--- src/rtl/pwm_pkg.sv ---
package pwm_pkg;

  // Strobes handed from the timing control to the datapath each cycle.
  typedef struct packed {
    logic countEn;  // prescaler tick: period counter may step
    logic wrapEn;   // tick on the last count: restart and load settings
  } pwmStrobe_t;

endpackage

--- src/rtl/pwm_ctrl.sv ---
module pwm_ctrl #(
  parameter int CNT_W = 32
) (
  input  logic                clk,
  input  logic                rstN,
  input  logic [CNT_W-1:0]    prescaleLimit,
  input  logic                countAtEnd,
  output logic [CNT_W-1:0]    prescaleCount,
  output pwm_pkg::pwmStrobe_t strobe
);

  logic tickNow;

  // A greater-or-equal compare keeps the divider safe when the limit shrinks.
  assign tickNow = (prescaleCount >= prescaleLimit);

  always_ff @(posedge clk or negedge rstN) begin
    if (!rstN) begin
      prescaleCount <= '0;
    end else if (tickNow) begin
      prescaleCount <= '0;
    end else begin
      prescaleCount <= prescaleCount + CNT_W'(1);
    end
  end

  always_comb begin
    strobe.countEn = tickNow;
    strobe.wrapEn  = tickNow && countAtEnd;
  end

endmodule

--- src/rtl/pwm_chan.sv ---
module pwm_chan #(
  parameter int CNT_W = 32
) (
  input  logic [CNT_W-1:0] count,
  input  logic [CNT_W-1:0] periodLimit,
  input  logic [CNT_W-1:0] ownMatch,
  input  logic [CNT_W-1:0] setMatch,
  input  logic             pairOn,
  output logic             level
);

  logic singleLvl;
  logic pairLvl;

  always_comb begin
    // single-edge: zero means never on, at or past the period means always on
    if (ownMatch == '0) begin
      singleLvl = 1'b0;
    end else if (ownMatch >= periodLimit) begin
      singleLvl = 1'b1;
    end else begin
      singleLvl = (count < ownMatch);
    end
    // double-edge window: on at the set point, off at the clear point
    pairLvl = (count >= setMatch) && (count < ownMatch);
    level   = pairOn ? pairLvl : singleLvl;
  end

endmodule

--- src/rtl/pwm_datapath.sv ---
module pwm_datapath #(
  parameter int NUM_CH = 6,
  parameter int CNT_W  = 32,
  parameter int ADDR_W = 4
) (
  input  logic                clk,
  input  logic                rstN,
  input  pwm_pkg::pwmStrobe_t strobe,
  input  logic                wrEn,
  input  logic [ADDR_W-1:0]   wrAddr,
  input  logic [CNT_W-1:0]    wrData,
  output logic [CNT_W-1:0]    periodCount,
  output logic [CNT_W-1:0]    periodLimit,
  output logic [CNT_W-1:0]    prescaleLimit,
  output logic                countAtEnd,
  output logic [NUM_CH-1:0]   pwmOut
);

  localparam int NUM_MATCH = NUM_CH + 1;
  localparam int NUM_PAIR  = NUM_CH / 2;
  localparam int PRE_ADDR  = NUM_MATCH;
  localparam int MODE_ADDR = NUM_MATCH + 1;

  logic [CNT_W-1:0]    shadowMatch [NUM_MATCH];
  logic [CNT_W-1:0]    activeMatch [NUM_MATCH];
  logic [CNT_W-1:0]    shadowPre;
  logic [CNT_W-1:0]    activePre;
  logic [NUM_PAIR-1:0] shadowMode;
  logic [NUM_PAIR-1:0] activeMode;
  logic [NUM_CH:1]     pairOn;

  // Holding copies written by the settings port.
  always_ff @(posedge clk or negedge rstN) begin
    if (!rstN) begin
      for (int i = 0; i < NUM_MATCH; i++) shadowMatch[i] <= '0;
      shadowPre  <= '0;
      shadowMode <= '0;
    end else if (wrEn) begin
      for (int i = 0; i < NUM_MATCH; i++) begin
        if (wrAddr == ADDR_W'(i)) shadowMatch[i] <= wrData;
      end
      if (wrAddr == ADDR_W'(PRE_ADDR))  shadowPre  <= wrData;
      if (wrAddr == ADDR_W'(MODE_ADDR)) shadowMode <= wrData[NUM_PAIR-1:0];
    end
  end

  // Working set, swapped in as one at the period wrap.
  always_ff @(posedge clk or negedge rstN) begin
    if (!rstN) begin
      for (int i = 0; i < NUM_MATCH; i++) activeMatch[i] <= '0;
      activePre  <= '0;
      activeMode <= '0;
    end else if (strobe.wrapEn) begin
      for (int i = 0; i < NUM_MATCH; i++) activeMatch[i] <= shadowMatch[i];
      activePre  <= shadowPre;
      activeMode <= shadowMode;
    end
  end

  // Shared period counter.
  always_ff @(posedge clk or negedge rstN) begin
    if (!rstN) begin
      periodCount <= '0;
    end else if (strobe.countEn) begin
      periodCount <= strobe.wrapEn ? '0 : periodCount + CNT_W'(1);
    end
  end

  assign periodLimit   = activeMatch[0];
  assign prescaleLimit = activePre;
  assign countAtEnd    = (periodCount == activeMatch[0]);

  // One compare slice per channel; only even channels may pair up.
  for (genvar ch = 1; ch <= NUM_CH; ch++) begin : g_chan
    if (ch % 2 == 0) begin : g_pair
      assign pairOn[ch] = activeMode[ch/2 - 1];
    end else begin : g_solo
      assign pairOn[ch] = 1'b0;
    end

    pwm_chan #(.CNT_W(CNT_W)) u_chan (
      .count       (periodCount),
      .periodLimit (activeMatch[0]),
      .ownMatch    (activeMatch[ch]),
      .setMatch    (activeMatch[ch-1]),
      .pairOn      (pairOn[ch]),
      .level       (pwmOut[ch-1])
    );
  end

endmodule

--- src/rtl/multi_edge_pwm.sv ---
module multi_edge_pwm #(
  parameter  int NUM_CH = 6,
  parameter  int CNT_W  = 32,
  localparam int ADDR_W = $clog2(NUM_CH + 3)
) (
  input  logic              clk,
  input  logic              rstN,
  input  logic              wrEn,
  input  logic [ADDR_W-1:0] wrAddr,
  input  logic [CNT_W-1:0]  wrData,
  output logic [NUM_CH-1:0] pwmOut
);

  pwm_pkg::pwmStrobe_t strobe;
  logic [CNT_W-1:0]    prescaleCount;
  logic [CNT_W-1:0]    prescaleLimit;
  logic [CNT_W-1:0]    periodCount;
  logic [CNT_W-1:0]    periodLimit;
  logic                countAtEnd;

  pwm_ctrl #(.CNT_W(CNT_W)) u_ctrl (
    .clk           (clk),
    .rstN          (rstN),
    .prescaleLimit (prescaleLimit),
    .countAtEnd    (countAtEnd),
    .prescaleCount (prescaleCount),
    .strobe        (strobe)
  );

  pwm_datapath #(.NUM_CH(NUM_CH), .CNT_W(CNT_W), .ADDR_W(ADDR_W)) u_data (
    .clk           (clk),
    .rstN          (rstN),
    .strobe        (strobe),
    .wrEn          (wrEn),
    .wrAddr        (wrAddr),
    .wrData        (wrData),
    .periodCount   (periodCount),
    .periodLimit   (periodLimit),
    .prescaleLimit (prescaleLimit),
    .countAtEnd    (countAtEnd),
    .pwmOut        (pwmOut)
  );

endmodule

--- config.mk ---
export PLATFORM = sky130hd
export DESIGN_NAME = multi_edge_pwm
export DESIGN_NICKNAME = d
export VERILOG_FILES = /design/src/rtl/pwm_pkg.sv /design/src/rtl/pwm_ctrl.sv /design/src/rtl/pwm_chan.sv /design/src/rtl/pwm_datapath.sv /design/src/rtl/multi_edge_pwm.sv
export SDC_FILE = /design/constraint.sdc
export NUM_CORES = 1
export LEC_CHECK = 0
export BUFFER_PORTS_ARGS = -buffer_cell sky130_fd_sc_hd__clkbuf_2
export CAP_MARGIN = 40
export CORE_UTILIZATION = 55
export CTS_CLUSTER_SIZE = 14
export DETAILED_ROUTE_END_ITERATION = 16
export PLACE_DENSITY = 0.71
export SYNTH_ARGS = -nofsm -noshare
export SYNTH_HDL_FRONTEND = slang
export SYNTH_SLANG_ARGS = --single-unit
--- constraint.sdc ---
create_clock -name clk -period 3.9 [get_ports clk]
set_input_delay 0.975 -clock clk [delete_from_list [all_inputs] [get_ports clk]]
set_output_delay 0.975 -clock clk [all_outputs]
set_load 0.01 [all_outputs]
* After elaboration in Yosys (flattened, before gate mapping) *
Index checks and enable logic that the tools add are counted.

cells by class
  $add $sub $neg = 2
  order comparisons = 16
  equal/unequal tests = 9
  muxes and demuxes = 17
  reduce and logical (&&, ||, !) cells = 20

operator list
  operator               count
  $ge 32x32->1           10
  $logic_not 32->1       6
  $lt 32x32->1           6
  $add 32x1->32 const B  2
  $mux 32                2
  $eq 32x32->1           1
  $reduce_and 2->1       9
  $eq 4x3->1 const B     4
  $mux 1                 15
  $eq 4x2->1 const B     2
  $eq 4x1->1 const B     1
  $eq 4x4->1 const B     1
  $logic_and 1x1->1      4
  $logic_not 4->1        1

word-level totals
  bits in registers = 582
  bits of input ports = 39
  output and inout bits = 6
  logic and storage cells = 84

* Logic depth before layout (Yosys ltp) *
Gate-level depths: netlist of run 1.

  depth after elaboration = 4
  mapped depth = 12
  gate-level depth less buffers = 10

* Cells and area by module *
Synthesis of run 1 repeated with hierarchy kept, for this count alone.

unflattened totals
  cells, all modules = 3701
  area, all modules = 38568.2 um2

modules (own cells, without submodules)
  module                                  times used  cells an instance  area each (um2)
  pwm_datapath                            1           1371               21450.6
  pwm_chan (u_data.g_chan[1].u_chan ...)  5           344                2436.1
  pwm_ctrl                                1           270                2504.9
  pwm_chan (u_data.g_chan[5].u_chan)      1           340                2432.3

* Worst setup path before layout of run 1 *
Ideal clock, no wire load.

  path type = register to output
  from = register u_data.periodCount[9]
  to = output pwmOut[3]
  arrival time = 2.483 ns
  data required time = 2.925 ns
  setup slack = 0.442 ns
  cell stages (with the launch flop) = 11
  buffers on the path = 1
  path through = dfrtp_1 > ha_1 > a21o_1 > a211o_1 > a2111oi_0 > o21ai_0 > a221o_1 > a21oi_1 > a211o_1 > a32o_1 > buf_4

on the way
  longest elaborated chain between the ends = 4
  elaborated cells on any way between the ends = 6
  those cells by class = order compare (2); mux (3); reduce/logical (1)

RTL lines
  item                    line                            text
  from (decl)             pwm_datapath.sv:12              output logic [CNT_W-1:0] periodCount,
  from (signal assigned)  pwm_datapath.sv:65              periodCount <= strobe.wrapEn ? '0 : periodCount + CNT_W'(1);
  $lt 32x32->1            pwm_chan.sv:22, pwm_chan.sv:25
  $mux 1                  pwm_chan.sv:19                  end else if (ownMatch >= periodLimit) begin
  $mux 1                  pwm_chan.sv:17                  if (ownMatch == '0) begin
  $mux 1 *                pwm_chan.sv:26                  level = pairOn ? pairLvl : singleLvl;
  to (decl)               multi_edge_pwm.sv:11            output logic [NUM_CH-1:0] pwmOut

Mark *: on every way between the ends. The rest lies on a longest branch, timed or not.

* Final worst setup path of run 1 *
  from = register u_data.activeMatch (netlist bit u_data.periodLimit[0])
  to = output pwmOut[3]

on the way
  longest elaborated chain between the ends = 4

RTL lines
  item          line                text
  from (decl)   pwm_datapath.sv:25  logic [CNT_W-1:0] activeMatch [NUM_MATCH];
  $ge 32x32->1  pwm_chan.sv:19
  $mux 1        pwm_chan.sv:19
  $mux 1        pwm_chan.sv:17
  $mux 1        pwm_chan.sv:26

No other way between the ends.

==> results of run 1 <==
==> cell families after synthesis <==
group | Yosys count | synth area share
adders and majority gates | 415 | 0.156
muxes | 518 | 0.186
xor gates and xnor gates | 60 | 0.0158
AOI/OAI and AO/OA | 418 | 0.0795
DFF | 582 | 0.437
and+or+nand+nor | 511 | 0.0796
buffers and inverters | 346 | 0.0456
==> layout make-up <==
class / instances / area share
flip-flops and latches: 582 / 0.363
clock buffers: 87 / 0.0458
well taps: 773 / 0.0240
repair buffers: 375 / 0.0733
inverters: 263 / 0.0249
diodes: 3 / 0.000187
clock inverters: 33 / 0.0137
multi-input cells: 1922 / 0.456
==> worst register-to-register path, delay by kind of cell, from the launching register on <==
family                 cells  cell delay, ns
XOR/XNOR                   1            0.14
AO/OA/AOI/OAI              1            0.17
AND/OR/NAND/NOR            4            1.37
buffers and inverters      5            1.18
flip-flops                 1            0.46
==> registers in the layout, summed over array words and instances, names as in the netlist <==
name and count:
u_data.shadowMatch 224, u_data.activeMatch 192, u_ctrl.prescaleCount 32, u_data.periodCount 32, u_data.periodLimit 32, u_data.prescaleLimit 32, u_data.shadowPre 32, u_data.activeMode 3
u_data.shadowMode 3
==> how the worst max path moves through the flow <==
stage | from | to | slack (ns)
2_1_floorplan | u_data.periodCount[9] | pwmOut[3] | 0.44
3_3_place_gp | u_data.periodLimit[6] | pwmOut[2] | -0.28
3_5_place_dp | u_data.periodLimit[6] | pwmOut[2] | -0.30
4_1_cts | u_data.periodCount[9] | pwmOut[3] | -0.38
5_1_grt | u_data.periodCount[9] | pwmOut[1] | -0.41
6_report | u_data.periodLimit[0] | pwmOut[3] | -0.34
==> routing by layer <==
layer / GRT usage / vias up / wire, um
met5: 0 / - / 0
met4: 0.115 / 0 / 3680
met3: 0.0673 / 202 / 7760
met2: 0.528 / 848 / 46700
met1: 0.511 / 12600 / 49000
li1: - / 11100 / -
==> per-stage QoR <==
stage	cells	setup slack [ns]	TNS [ns]	hold WS, ns
floorplan	2850	0.442	0	0.452
global placement	3869	-0.282	-0.412	0.461
detailed placement	3870	-0.303	-0.519	0.470
CTS	4014	-0.379	-1.59	0.447
global route	4037	-0.412	-2.01	0.449
finish	4038	-0.343	-1.56	0.406
==> Yosys cell counts, drive strengths merged, types with 2 or more instances <==
| master | count |
|---|---|
| nor4 | 62 |
| a2111oi | 7 |
| xor2 | 52 |
| inv | 263 |
| a32o | 2 |
| a221oi | 7 |
| nor3 | 13 |
| a211o | 4 |
| o221ai | 2 |
| nor2b | 15 |
| and2 | 5 |
| o21ai | 91 |
| nand3b | 3 |
| clkbuf | 30 |
| a41oi | 3 |
| dfrtp | 582 |
| o22ai | 2 |
| and3 | 12 |
| or2 | 5 |
| a31oi | 7 |
| mux2 | 518 |
| ha | 415 |
| a221o | 3 |
| or3 | 3 |
| and4 | 17 |
| a21oi | 131 |
| o2111ai | 3 |
| a21o | 87 |
| nand3 | 42 |
| buf | 53 |
| nand2b | 8 |
| nand4 | 82 |
| nand2 | 106 |
| nor2 | 120 |
| o21a | 6 |
| nand4b | 3 |
| nor3b | 7 |
| o31ai | 16 |
| a211oi | 17 |
| xnor2 | 8 |
| o41ai | 8 |
| or4 | 8 |
| o311ai | 2 |
| o31a | 2 |
| o211ai | 9 |
==> layout by cell type, fill, tap and decap left out, types with 26 or more instances in the layout <==
master and instances:
xor2_1 52, a21oi_2 28, mux2_1 111, o21ai_0 63, mux2_4 100, mux2_2 307, clkbuf_16 67, clkbuf_2 38
a21o_1 87, a21oi_1 96, nand4_1 82, buf_4 305, ha_1 386, nor4_1 58, nor2_1 109, nand3_1 40
dfrtp_1 558, ha_4 26, inv_1 249, nand2_1 103
==> report_power, final <==
group / switching [mW] / total [mW] / internal (mW)
combinational: 4.87 / 8.65 / 3.79
clock: 2.73 / 6.85 / 4.11
sequential: 0.920 / 8.01 / 7.09
total: 8.52 / 23.5 / 15.0
==> repair_timing <==
action,4_1_cts,5_1_grt
buffers inserted,30,23
setup endpoints to repair,6,6
cloned,0,0
pin swaps,54,55
endpoints found under the hold margin,0,0
gates resized for setup,157,112
==> results.py, run 1 <==
metrics = {
    "status": {
        "outcome": "finished, violations left",
        "violations": "setup timing",
    },
    "global_route": {
        "grt_max_degree": 95,
        "antenna_found_initial": 5,
        "grt_pass1_vias": 24800,
        "grt_pass1_wl_um": 158000,
        "grt.total_usage": 0.352,
        "overflow": 0,
    },
    "die": {
        "io_pins": 45,
        "fp.dieW_um": 248,
        "die_h_um": 248,
        "core_um2": 59500,
        "dieArea_um2": 61500,
        "rows": 89,
        "start_util": 0.560,
    },
    "pwr": {
        "peakVddDrop_v": 0.000633,
        "p_per_area_nw_per_um2": 584,
        "p_leak_nw": 20.1,
        "p_total_mw": 23.5,
    },
    "yosys": {
        "synthFlopType": "dfrtp_1",
        "synth_top_cell_by_area": "dfrtp_1",
        "yosys_warnings": 0,
        "synth-seq-area-share": 0.437,
        "synthDistinctLibCells": 64,
        "yosysTopAreaCellShare": 0.437,
        "ys_ff_latch": 582,
        "syn_area_um2": 33300,
        "synthArstFlopShare": 1.00,
        "synth_edf_count": 0,
        "avgSynthCellArea_um2": 11.7,
        "syn-num-nets": 3304,
        "netlist_top_cells_area": "dfrtp_1, ha_1, mux2_2, mux2_4, mux2_1",
        "syn_inst": 2850,
    },
    "setup_path": {
        "worstPathArrival_ns": 3.27,
        "critPathLaunchType": "flip-flop",
        "slowest_delay_ns": 0.46,
        "worst_path_max_delay_cell": "dfrtp_2",
        "r2r-end": "u_data.periodCount[11]",
        "cp_data_required_time_ns": 2.92,
        "reg2reg_setup_slack_ns": 0.43,
        "crit_family": "compound AO/OA/AOI/OAI gates",
        "cp.depth": 12,
        "critPathMaxFanout": 4,
        "path_buf_inv": 3,
        "reg2reg_depth": 11,
        "timing.rr.start": "u_data.periodCount[31]",
        "end_kind": "output pin",
        "worstSetupPathType": "flip-flop to output pin",
        "crit_path_cell_trace": "buf_6 > ha_1 > nor2_2 > a21oi_2 > o31ai_4 > a21oi_2 > a211oi_2 > buf_4 > o21ai_0 > a211o_1 > a32o_2 > buf_6",
    },
    "layout": {
        "final-seq-area_um2": 14600,
        "drive_gt1_frac": 0.334,
        "fin_util": 0.677,
        "multi_input_area_um2": 18300,
        "fill_cells": 4452,
        "stdcell_area_um2": 40200,
        "syn2layout_area_growth_pct": 20.8,
        "nNetsFinal": 3664,
    },
    "routing": {
        "vias": 24700,
        "post_drt_wl_per_cell_um": 26.5,
        "first_pass_iters": 5,
        "drt_iter0_markers": 2129,
        "ant_nets": 0,
        "routed_wl_um": 107000,
        "via_per_inst": 6.12,
        "route.detailed.drc": 0,
    },
    "clocking": {
        "clock_path_buffers": 3,
        "cts-root-buf": "clkbuf_16",
        "hold_buffers": 0,
        "htree_levels": 3,
        "numCtsBuffers": 66,
        "cts_tree": "yes",
        "clk_latency_ns": 0.64,
        "path_clk_slew_ns": 0.06,
        "cts_sinks": 582,
    },
    "sta": {
        "setup_viol": 6,
        "rsz0062_at_grt": "true",
        "slew_headroom": 0.390,
        "fin_ws_ns": -0.343,
        "skew_ns": 0.0340,
        "fmaxAchievable_mhz": 236,
        "period_needed_ns": 4.24,
        "worstMarginPinSlew_ns": 0.906,
        "finalCritPeriodShare": 1.09,
        "finalHoldViolations": 0,
        "slew_violations": 0,
    },
    "place": {
        "numPortBuffers": 44,
        "place_congestion": 1.01,
        "hpwl_um": 79300,
        "place_area_um2": 36300,
    },
    "run": {
        "drv_cap": 0,
    },
    "min_path": {
        "hold_class": "input pin to async pin",
    },
}
(Power assumes the default switching activity.)
==> inputs of run 2 (changes only) <==
- BUFFER_PORTS_ARGS: -buffer_cell sky130_fd_sc_hd__clkbuf_2 -> -buffer_cell sky130_fd_sc_hd__buf_2
- CORE_ASPECT_RATIO: unset -> 0.75
==> run 2 against run 1 <==
The flow still finishes with violations (setup timing). Highest routed layer unchanged. Count of clock-buffer cells in the layout down 12. Sequential cell count stayed put. Non-clock buffer count shrank 67. Cell area shrank 3.7%. Critical endpoint unchanged. Combinational power decreased by 5.0%. Hold slack got worse by 0.026 ns. Largest cell class unchanged.
==> results.py, run 2 (synthesized netlist as in run 1, its figures left out) <==
metrics = {
    "setup_path": {
        "reg2reg_depth": 9,
        "crit_path_cell_trace": "buf_4 > ha_1 > nand2_1 > o21ai_0 > a221oi_1 > buf_4 > o221ai_1 > a21oi_2 > a211o_1 > a32o_2 > buf_6",
        "critical_path.startpoint": "u_data.periodCount[19]",
        "worstSetupPathType": "flip-flop to output pin",
        "reg2reg_setup_slack_ns": 0.23,
        "slowest_delay_ns": 0.41,
        "timing.rr.start": "u_ctrl.prescaleCount[27]",
        "r2r-end": "u_data.activeMatch[4]",
        "critPathLaunchType": "flip-flop",
        "critPathMaxFanout": 4,
        "crit_path_frequent_cell": "buf_4",
        "worst_path_max_delay_cell": "dfrtp_1",
        "cp_data_required_time_ns": 2.92,
        "worstPathArrival_ns": 3.28,
        "crit_end": "pwmOut[3]",
        "end_kind": "output pin",
    },
    "die": {
        "die_h_um": 215,
        "start_util": 0.561,
        "core_um2": 59300,
        "dieArea_um2": 61600,
        "rows": 77,
        "io_pins": 45,
        "fp.dieW_um": 286,
    },
    "clocking": {
        "cts_tree": "yes",
        "numCtsBuffers": 57,
        "clk_latency_ns": 0.63,
        "cts_sinks": 582,
        "cts-root-buf": "clkbuf_16",
        "path_clk_slew_ns": 0.07,
        "hold_buffers": 0,
        "clock_path_buffers": 3,
        "htree_levels": 2,
    },
    "routing": {
        "post_drt_wl_per_cell_um": 26.4,
        "wl_met3_um": 9920,
        "vias": 24400,
        "first_pass_iters": 5,
        "topRoutingLayerUsed": "met4",
        "via_per_inst": 6.16,
        "routed_wl_um": 105000,
        "route.detailed.drc": 0,
        "wl_met2_um": 43800,
        "ant_nets": 0,
        "met1_length_um": 48900,
        "drt_iter0_markers": 2399,
    },
    "place": {
        "place_area_um2": 36000,
        "numPortBuffers": 44,
        "place_congestion": 1.01,
        "pre_cts_ws_ns": -0.106,
        "hpwl_um": 78500,
        "dp_cells": 3840,
    },
    "sta": {
        "slew_headroom": 0.455,
        "whs_ns": 0.380,
        "fmaxAchievable_mhz": 235,
        "setup_viol": 6,
        "slew_violations": 0,
        "skew_ns": 0.0173,
        "finalCritPeriodShare": 1.09,
        "rsz0062_at_grt": "true",
        "period_needed_ns": 4.26,
        "worstMarginPinSlew_ns": 0.811,
        "finalHoldViolations": 0,
        "setup_tns_ns": -1.33,
        "fin_ws_ns": -0.355,
    },
    "run": {
        "drv_cap": 0,
    },
    "pwr": {
        "p_total_mw": 21.7,
        "p_per_area_nw_per_um2": 560,
        "p_leak_nw": 19.4,
        "peakVddDrop_v": 0.000392,
    },
    "layout": {
        "stdcell_area_um2": 38800,
        "largest_register_ffs": 224,
        "instances_no_fill": 3968,
        "drive_gt1_frac": 0.298,
        "fin_util": 0.653,
        "syn2layout_area_growth_pct": 16.4,
        "top_regs": "u_data.shadowMatch x224, u_data.activeMatch x192",
        "final_common_cell": "dfrtp_1",
        "final_cell_mix": "dfrtp_1, ha_1, mux2_2",
        "largest-register": "u_data.shadowMatch",
        "nNetsFinal": 3588,
    },
    "global_route": {
        "grt_pass1_wl_um": 158000,
        "grt_max_degree": 99,
        "grt.total_usage": 0.346,
        "overflow": 0,
        "grt_pass1_vias": 25000,
        "antenna_found_initial": 9,
    },
    "status": {
        "outcome": "finished, violations left",
        "violations": "setup timing",
    },
    "min_path": {
        "hold_class": "input pin to async pin",
    },
}
[run 2: cell count changes in the layout (fill, tap and decap cells not counted), moves of 12 or more]
cell | previous run | this run
buf_2 | 1 | 44
buf_4 | 305 | 236
clkbuf_2 | 38 | 0
dfrtp_1 | 558 | 570
dfrtp_2 | 24 | 12
ha_1 | 386 | 398
[run 2: power breakdown]
| part | total [mW] | leakage, nW | internal [mW] | switching [mW] |
|---|---|---|---|---|
| clock | 5.49 | 0.885 | 3.00 | 2.50 |
| sequential | 7.98 | 7.59 | 7.09 | 0.887 |
| combinational | 8.22 | 10.9 | 3.56 | 4.66 |
| total | 21.7 | 19.4 | 13.7 | 8.04 |
[run 2: metal layers]
layer / GRT usage / vias up
met4: 0.0825 / 0
met5: 0 / -
met1: 0.518 / 12500
li1: - / 10900
met2: 0.497 / 910
met3: 0.0913 / 141
[run 2: how the worst min path moves through the flow]
stage	from	end	slack [ns]
global placement	u_data.shadowMatch[87]	u_data.activeMatch[87]	0.46
floorplan	u_data.shadowMatch[80]	u_data.activeMatch[80]	0.45
global route	rstN	u_data.activeMatch[67]	0.40
finish	rstN	u_data.shadowMatch[67]	0.38
detailed placement	u_data.shadowMatch[82]	u_data.activeMatch[82]	0.47
CTS	rstN	u_data.activeMatch[137]	0.38
[run 2: area by class of cell]
cell class	count	area [um^2]
antenna	2	5.00
clock buffer	75	1580
clock inverter	26	233
fill	4573	20600
inverter	263	1000
multi-input combinational	1922	17900
sequential	582	14600
tap	790	988
timing repair buffer	308	2430
[run 2: what timing repair did]
action,in CTS,in global routing
hold endpoints to repair,0,0
endpoints found under the setup margin,6,6
pin swaps,46,17
buffers inserted,19,7
gates resized for setup,158,27
[run 2: critical path, delay by kind of cell, from the launching register on]
kind            cells  cell delay [ns]
buf+inv             3             0.48
flops               1             0.41
compound gates      6             1.38
fa+ha+maj           1             0.30
simple gates        1             0.07
